<file path="src/rtl/hzd_pkg.sv">
package hzd_pkg;

  typedef enum logic {
    DIR_RD = 1'b0,
    DIR_WR = 1'b1
  } dir_e;

  function automatic dir_e dir_of(input logic wr_bit);
    return wr_bit ? DIR_WR : DIR_RD;
  endfunction

endpackage

</file>
<file path="src/rtl/hzd_slot_table.sv">
module hzd_slot_table #(
  parameter  int DEPTH  = 8,
  parameter  int ID_W   = 4,
  localparam int SLOT_W = $clog2(DEPTH)
) (
  input  logic                    clk,
  input  logic                    rst_n,
  input  logic                    alloc_en,
  input  logic [SLOT_W-1:0]       alloc_slot,
  input  logic [ID_W-1:0]         alloc_id,
  input  hzd_pkg::dir_e           alloc_dir,
  input  logic                    retire_en,
  input  logic [SLOT_W-1:0]       retire_slot,
  output logic [DEPTH-1:0]        ent_valid,
  output logic [DEPTH*ID_W-1:0]   ent_id,
  output logic [DEPTH-1:0]        ent_wr
);

  for (genvar s = 0; s < DEPTH; s++) begin : g_slot
    logic          take;
    logic          drop;
    logic [ID_W-1:0] id_q;
    hzd_pkg::dir_e dir_q;

    assign take = alloc_en  && (alloc_slot  == SLOT_W'(s));
    assign drop = retire_en && (retire_slot == SLOT_W'(s));

    always_ff @(posedge clk) begin
      if (!rst_n) begin
        ent_valid[s] <= 1'b0;
        id_q         <= '0;
        dir_q        <= hzd_pkg::DIR_RD;
      end else if (take) begin
        ent_valid[s] <= 1'b1;
        id_q         <= alloc_id;
        dir_q        <= alloc_dir;
      end else if (drop) begin
        ent_valid[s] <= 1'b0;
      end
    end

    assign ent_id[s*ID_W +: ID_W] = id_q;
    assign ent_wr[s]              = (dir_q == hzd_pkg::DIR_WR);
  end

endmodule

</file>
<file path="src/rtl/hzd_compare.sv">
module hzd_compare #(
  parameter  int DEPTH  = 8,
  parameter  int ID_W   = 4,
  localparam int SLOT_W = $clog2(DEPTH)
) (
  input  logic [DEPTH-1:0]      ent_valid,
  input  logic [DEPTH*ID_W-1:0] ent_id,
  input  logic [DEPTH-1:0]      ent_wr,
  input  logic [ID_W-1:0]       new_id,
  input  logic                  new_wr,
  input  logic [SLOT_W-1:0]     new_slot,
  input  logic                  retire_en,
  input  logic [SLOT_W-1:0]     retire_slot,
  output logic [DEPTH-1:0]      dep_new,
  output logic                  hz_hit
);

  // Same ID and same direction is a hazard; a read/write pair never is.
  function automatic logic same_stream(input logic [ID_W-1:0] a_id, input logic a_wr,
                                       input logic [ID_W-1:0] b_id, input logic b_wr);
    return (a_id == b_id) && (a_wr == b_wr);
  endfunction

  for (genvar j = 0; j < DEPTH; j++) begin : g_cmp
    logic leaving;
    logic self;
    assign leaving    = retire_en && (retire_slot == SLOT_W'(j));
    assign self       = (new_slot == SLOT_W'(j));
    assign dep_new[j] = ent_valid[j] && !leaving && !self &&
                        same_stream(ent_id[j*ID_W +: ID_W], ent_wr[j], new_id, new_wr);
  end

  assign hz_hit = |dep_new;

endmodule

</file>
<file path="src/rtl/hzd_dep_row.sv">
module hzd_dep_row #(
  parameter  int DEPTH  = 8,
  parameter  int ROW    = 0,
  localparam int SLOT_W = $clog2(DEPTH)
) (
  input  logic              clk,
  input  logic              rst_n,
  input  logic              load,
  input  logic [DEPTH-1:0]  load_vec,
  input  logic              clr_en,
  input  logic [SLOT_W-1:0] clr_slot,
  output logic [DEPTH-1:0]  row_q
);

  always_ff @(posedge clk) begin
    if (!rst_n) begin
      row_q <= '0;
    end else if (load) begin
      row_q <= load_vec;
    end else if (clr_en) begin
      if (clr_slot == SLOT_W'(ROW)) row_q <= '0;
      else                          row_q[clr_slot] <= 1'b0;
    end
  end

endmodule

</file>
<file path="src/rtl/hzd_tracker.sv">
module hzd_tracker #(
  parameter  int DEPTH  = 8,
  parameter  int ID_W   = 4,
  localparam int SLOT_W = $clog2(DEPTH)
) (
  input  logic              clk,
  input  logic              rst_n,
  input  logic              alloc_en,
  input  logic [SLOT_W-1:0] alloc_slot,
  input  logic [ID_W-1:0]   alloc_id,
  input  logic              alloc_wr,
  input  logic              retire_en,
  input  logic [SLOT_W-1:0] retire_slot,
  output logic [DEPTH-1:0]  ready
);

  logic [DEPTH-1:0]       entry_valid;
  logic [DEPTH*ID_W-1:0]  entry_id;
  logic [DEPTH-1:0]       entry_wr;
  logic [DEPTH-1:0]       dep_new;
  logic                   hz_hit;
  logic [DEPTH*DEPTH-1:0] dep_flat;
  logic [DEPTH-1:0]       busy;

  hzd_slot_table #(.DEPTH(DEPTH), .ID_W(ID_W)) i_table (
    .clk         (clk),
    .rst_n       (rst_n),
    .alloc_en    (alloc_en),
    .alloc_slot  (alloc_slot),
    .alloc_id    (alloc_id),
    .alloc_dir   (hzd_pkg::dir_of(alloc_wr)),
    .retire_en   (retire_en),
    .retire_slot (retire_slot),
    .ent_valid   (entry_valid),
    .ent_id      (entry_id),
    .ent_wr      (entry_wr)
  );

  hzd_compare #(.DEPTH(DEPTH), .ID_W(ID_W)) i_cmp (
    .ent_valid   (entry_valid),
    .ent_id      (entry_id),
    .ent_wr      (entry_wr),
    .new_id      (alloc_id),
    .new_wr      (alloc_wr),
    .new_slot    (alloc_slot),
    .retire_en   (retire_en),
    .retire_slot (retire_slot),
    .dep_new     (dep_new),
    .hz_hit      (hz_hit)
  );

  for (genvar i = 0; i < DEPTH; i++) begin : g_row
    logic             load_row;
    logic [DEPTH-1:0] row_bits;
    assign load_row = alloc_en && (alloc_slot == SLOT_W'(i));

    hzd_dep_row #(.DEPTH(DEPTH), .ROW(i)) i_row (
      .clk      (clk),
      .rst_n    (rst_n),
      .load     (load_row),
      .load_vec (dep_new),
      .clr_en   (retire_en),
      .clr_slot (retire_slot),
      .row_q    (row_bits)
    );

    assign dep_flat[i*DEPTH +: DEPTH] = row_bits;
    assign busy[i]                    = |row_bits;
  end

  assign ready = entry_valid & ~busy;

endmodule

</file>
<file path="config.mk">
export PLATFORM = sky130hd
export DESIGN_NAME = hzd_tracker
export DESIGN_NICKNAME = d
export VERILOG_FILES = /design/src/rtl/hzd_pkg.sv /design/src/rtl/hzd_slot_table.sv /design/src/rtl/hzd_compare.sv /design/src/rtl/hzd_dep_row.sv /design/src/rtl/hzd_tracker.sv
export SDC_FILE = /design/constraint.sdc
export NUM_CORES = 1
export LEC_CHECK = 0
export BUFFER_PORTS_ARGS = -buffer_cell sky130_fd_sc_hd__buf_4
export CAP_MARGIN = 15
export CELL_PAD_IN_SITES_DETAIL_PLACEMENT = 0
export CELL_PAD_IN_SITES_GLOBAL_PLACEMENT = 1
export CORE_ASPECT_RATIO = 0.5
export CORE_UTILIZATION = 46
export DETAILED_ROUTE_END_ITERATION = 16
export GPL_TIMING_DRIVEN = 0
export PLACE_DENSITY = 0.88
export SYNTH_ARGS = -nofsm -noshare
export SYNTH_HDL_FRONTEND = slang
export SYNTH_SLANG_ARGS = --single-unit
export TNS_END_PERCENT = 10
</file>
<file path="constraint.sdc">
create_clock -name clk -period 2 [get_ports clk]
set_input_delay 0.2 -clock clk [delete_from_list [all_inputs] [get_ports clk]]
set_output_delay 0.2 -clock clk [all_outputs]
set_load 0.02 [all_outputs]
</file>
=== Word level (Yosys, flattened, before mapping) ===
Cells that the tools add are included.

* Flip-flop bits (word level): 112
* Latch bits: 0
* Bits in writable memories: 0
* ROM bits: 0
* Input port bits: 15
* Output and inout port bits: 8
* Logic and storage cells: 209
* Memories kept: 0

* $add $sub $neg: 0
* Multiply operators: 0
* Div/mod/pow operators: 0
* $lt $le $gt $ge: 2
* Eq/ne operators: 30
* Shift operators: 0
* Muxes and demuxes: 43
* Bitwise gates (word level): 11
* Reduce and logical (&&, ||, !) cells: 91

{| class="wikitable"
|+ Operators with widths
! cell !! count
|-
| 8-bit two-way mux || 24
|-
| 8-bit AND || 9
|-
| 8-bit OR reduction || 8
|-
| 1-bit logical AND || 49
|-
| 4-bit equality test || 8
|-
| 2-bit nonzero test || 16
|-
| 3-bit equality test, second input constant || 8
|-
| 1-bit two-way mux || 18
|-
| 1-bit logical NOT || 16
|-
| 8-bit inverter || 2
|-
| 3-bit by 2-bit equality test with 1-bit output, second input constant || 4
|-
| 1-bit equality test || 8
|-
| 3-bit by 1-bit equality test with 1-bit output, second input constant || 2
|-
| 3-bit logical NOT || 2
|-
| 3-bit by 4-bit < comparator with 1-bit output, second input constant || 1
|-
| 1-bit demux with 3-bit select || 1
|-
| 3-bit by 1-bit >= comparator with 1-bit output, second input constant || 1
|}

=== Longest topological paths before layout ===
* Depth after elaboration: 9
* Gate-level depth with buffers: 6
* Mapped depth without buffers: 4

=== Hierarchy ===
From an unflattened synthesis, not the netlist that was laid out.

* Cells, all modules: 687
* Area, all modules: 6208.5 µm²

{| class="wikitable"
|+ Modules (own cells, without submodules)
! module !! times used !! cells an instance !! area an instance (µm²) !! sequential area each (µm²)
|-
| hzd_slot_table || 1 || 187 || 1935.6 || 960.9
|-
| hzd_dep_row at g_row[1].i_row ... || 2 || 47 || 400.4 || 160.2
|-
| hzd_compare || 1 || 88 || 663.1 || 0.0
|-
| hzd_dep_row at g_row[5].i_row || 1 || 50 || 459.2 || 160.2
|-
| hzd_dep_row at g_row[4].i_row || 1 || 45 || 455.4 || 160.2
|-
| hzd_dep_row at g_row[3].i_row || 1 || 49 || 427.9 || 160.2
|-
| hzd_dep_row at g_row[0].i_row || 1 || 43 || 416.6 || 160.2
|-
| hzd_dep_row at g_row[7].i_row || 1 || 47 || 414.1 || 160.2
|-
| hzd_dep_row at g_row[2].i_row || 1 || 47 || 399.1 || 160.2
|-
| hzd_tracker || 1 || 37 || 236.5 || 0.0
|}

=== Least setup slack after synthesis ===
No wires, ideal clock.

* Path kind: in2reg
* Start: input port alloc_id[0]
* End: register g_row[7].i_row.row_q[0]
* Library setup time: 0.073 ns
* Arrival: 1.736 ns
* Data required time: 1.927 ns
* Path slack: 0.191 ns
* Cell stages on the path: 6
* Path buffers: 2
* Cell sequence: clkbuf_1 -> xor2_1 -> or4_1 -> or4_1 -> buf_6 -> o22ai_2

* Cells in the longest elaborated chain, start to end: 4

{| class="wikitable"
|+ RTL lines
! item !! line !! text
|-
| from (decl) || hzd_tracker.sv:10 || <nowiki>input logic [ID_W-1:0] alloc_id,</nowiki>
|-
| 4-bit equality test || hzd_compare.sv:21 || <nowiki>return (a_id == b_id) && (a_wr == b_wr);</nowiki>
|-
| 1-bit logical AND || hzd_compare.sv:21 ||
|-
| 1-bit logical AND || hzd_compare.sv:29 || <nowiki>assign dep_new[j] = ent_valid[j] && !leaving && !self &&</nowiki>
|-
| 8-bit two-way mux || hzd_dep_row.sv:18 || <nowiki>end else if (load) begin</nowiki>
|-
| to (signal assigned) || hzd_dep_row.sv:19 || <nowiki>row_q <= load_vec;</nowiki>
|-
| to (decl) || hzd_dep_row.sv:12 || <nowiki>output logic [DEPTH-1:0] row_q</nowiki>
|}

Every way passes these cells.
A chain may end at the register's enable or synchronous reset.

=== Worst setup path in the final report ===
* Start: input port alloc_id[2]
* End: register g_row[5].i_row.row_q[4]

* Cells in the longest elaborated chain, start to end: 4

{| class="wikitable"
|+ RTL lines
! item !! line
|-
| 4-bit equality test || hzd_compare.sv:21
|-
| 1-bit logical AND || hzd_compare.sv:21
|-
| 1-bit logical AND || hzd_compare.sv:29
|-
| 8-bit two-way mux || hzd_dep_row.sv:18
|-
| to (signal assigned) || hzd_dep_row.sv:19
|-
| to (decl) || hzd_dep_row.sv:12
|}

Every way passes these cells.

==> metrics.cfg <==
[drt]
routed_wl_mm=15.2
highest_layer=met4
antenna_left=0
viasPerCell=6.10
wl_met2_mm=6.44
drtIter0Drc=491
wl_met3_mm=1.46
dr_total_vias=4529
dr.pass1.iters=5
drc=0
met1_length_mm=7.10
wl_per_cell_um=20.5

[power]
vdd_drop_max_mv=0.378
combPwrFrac_pct=8.0
p_int_w=0.00352
power.leakage_nw=1.93
p_switching_w=0.00109
clockPowerShare_pct=42.8
seqPwrFrac_pct=49.2
power_density_mw_per_mm2=852
swShare_pct=23.7

[timing]
fin_crit_sh_pct=103
worstMarginPinSlew_ns=0.930
tns_ns=-0.312
skew_ns=0.00939
maxSlewViolCount=0
max_freq_mhz=484
grt_setup_unrepaired=yes
timing.final.crit_period_ns=2.06
finalSetupViolations=7
slew_headroom_pct=37.5
holdWs_ns=0.277
hold_viol_final=0
fin_ws_ns=-0.0649

[clock_network]
clock_sinks=112
clk_pin_slew_ns=0.07
clk_latency_ns=0.36
cts_hold_buf=0
cts_max_level=3
cts_buffer_depth=2
cts_tree=done
cts_root_buf=clkbuf_16
cts_buffers=9

[floorplanning]
dieWidth_um=146
std_cell_rows=25
die-area_sq_mm=0.0108
coreArea_sq_mm=0.00976
die_y_um=74.0
pin_count=23
initial_core_util_pct=48.9

[finish]
layout_commonest_cell=nand2_1
nets=618
fillCellCount=936
layout_common_cells=117 x nand2_1, 112 x dfxtp_1, 51 x a21oi_1
area_delta_synth_final_pct=13.6
stdcell_count=742
diodes=0
drive_above_1_share_pct=8.24

[synthesis]
synthDistinctLibCells=36
synthesis.nets=588
ys_warn_count=0
syn_avg_cell_area_sq_um=8.33
yosysTopAreaCell=dfxtp_1
syn_area_sq_mm=0.00477
yosysSeqAreaShare_pct=47.0
netlist_instances=573
yosys.area.top_type_share_pct=47.0
synth-seq-cells=112
yosys-top-cells-area=dfxtp_1 47%, nand2_1 9.2%, xor2_1 5.7%

[worst_setup_path]
r2r_cells=5
critical-path-top-delay-family=simple AND/OR/NAND/NOR gates
cp.depth=6
arrival_ns=2.34
path_max_fanout=10
crit_type=in2reg
cp_num_buf_inv=2
endpoint_kind=flop
slowest_stage=nand4_1
path_cells=clkbuf_1 -> clkbuf_2 -> xor2_1 -> nor4_1 -> nand4_1 -> o21ai_0
worstSetupStartpointType=input pin
max_stage_delay_ns=0.53
required_ns=2.27

[global_routing]
grt_pass1_vias=3979
grt_max_degree=17
grtUsageTotal_pct=29.1
grt.overflow.total=0
grt_pass1_wl_mm=22.9
antenna_found_initial=0

[flow_run]
drv_cap=0

[outcome]
violations=setup timing
outcome=finished, violations left

[placement]
place_inst=725
dp_hpwl_mm=10.4
gp_congestion=0.901
io_buffers=17

[min_path]
hold_depth=3
hp-class=in2reg

[state kept, by name (all words and copies together), names as in the netlist]
signal / cells
g_row.i_row.row_q: 64
i_table.ent_valid: 8
i_table.g_slot.dir_q: 8
i_table.g_slot.id_q: 32
[final timing paths]
path / start / end / slack, ns
worst max-delay path: alloc_id[2] / g_row[5].i_row.row_q[4] / -0.06
worst min-delay path: rst_n / g_row[0].i_row.row_q[7] / 0.28
worst max register to register: i_table.g_slot[0].dir_q / g_row[5].i_row.row_q[0] / 0.08
worst min register to register: g_row[7].i_row.row_q[2] / g_row[7].i_row.row_q[2] / 0.47
[cell usage after synthesis (all sizes together)]
library cell	n
clkinv	1
and2	4
o22ai	18
nor4	15
a21oi	51
o31ai	1
and3	3
xor2	31
o32ai	3
nand3b	4
or4	6
or4b	1
nand4	32
dfxtp	112
or2	1
a22oi	5
nand2	117
buf	5
nand4b	3
nor4b	4
nand3	35
nand4bb	2
nor2b	5
xnor2	10
nor3	3
o21ai	30
o2111ai	6
and4	5
nand2b	6
nor2	14
clkbuf	40
[metrics by stage]
step	total power (W)	worst slack, ns	util, %	instance area [sq um]
after floorplan	0.00255	0.191	-	4770
after global placement	0.00268	-0.532	51.9	5070
after detailed placement	0.00268	-0.536	51.9	5070
after CTS	0.00461	0.0109	55.2	5390
after global routing	0.00474	-0.0776	55.5	5420
final	0.00462	-0.0649	55.5	5420
[power groups by stage]
| stage | Combinational [W] | Sequential [W] | Clock, W |
|---|---|---|---|
| floorplan | 0.000229 | 0.00232 | 0 |
| global placement | 0.000354 | 0.00232 | 0 |
| detailed placement | 0.000356 | 0.00232 | 0 |
| CTS | 0.000358 | 0.00227 | 0.00198 |
| global route | 0.000394 | 0.00227 | 0.00207 |
| finish | 0.000370 | 0.00227 | 0.00197 |
[cell families (layout without fill, tap and decap cells)]
kind of cell / count (synthesis) / count (layout) / synth area share, %
compound gates: 114 / 114 / 14.1
xor+xnor: 41 / 41 / 7.53
buf+inv: 46 / 80 / 3.99
flops: 112 / 112 / 47.0
simple gates: 260 / 260 / 27.4
[worst min-delay path, stage by stage]
cell and delay, ns:
buf_4 0.13, clkinv_1 0.14, o32ai_1 0.11
[routing by layer]
layer / track usage [%] / vias up
met5: 0 / -
met3: 8.16 / 24
met4: 8.80 / 0
met1: 40.5 / 2185
met2: 44.2 / 220
li1: - / 2100
[area by class of cell]
cell class              count  area [sq um]  area share [%]
plain buffers              45           191            3.53
clock buffers              12           256            4.73
clock inverters             3          65.1            1.20
inverters                   1          3.75          0.0693
multi-input cells         415          2350            43.4
flip-flops and latches    112          2240            41.4
well taps                 135           169            3.12
repair buffers             19           143            2.63
[timing repair]
| item | in CTS | in global routing |
|---|---|---|
| resized for setup | 2 | 5 |
| buffers inserted | 0 | 2 |
| pin swaps | 0 | 2 |
| setup endpoints to repair | 14 | 38 |
Note: power is estimated with default switching activity, not from simulation.
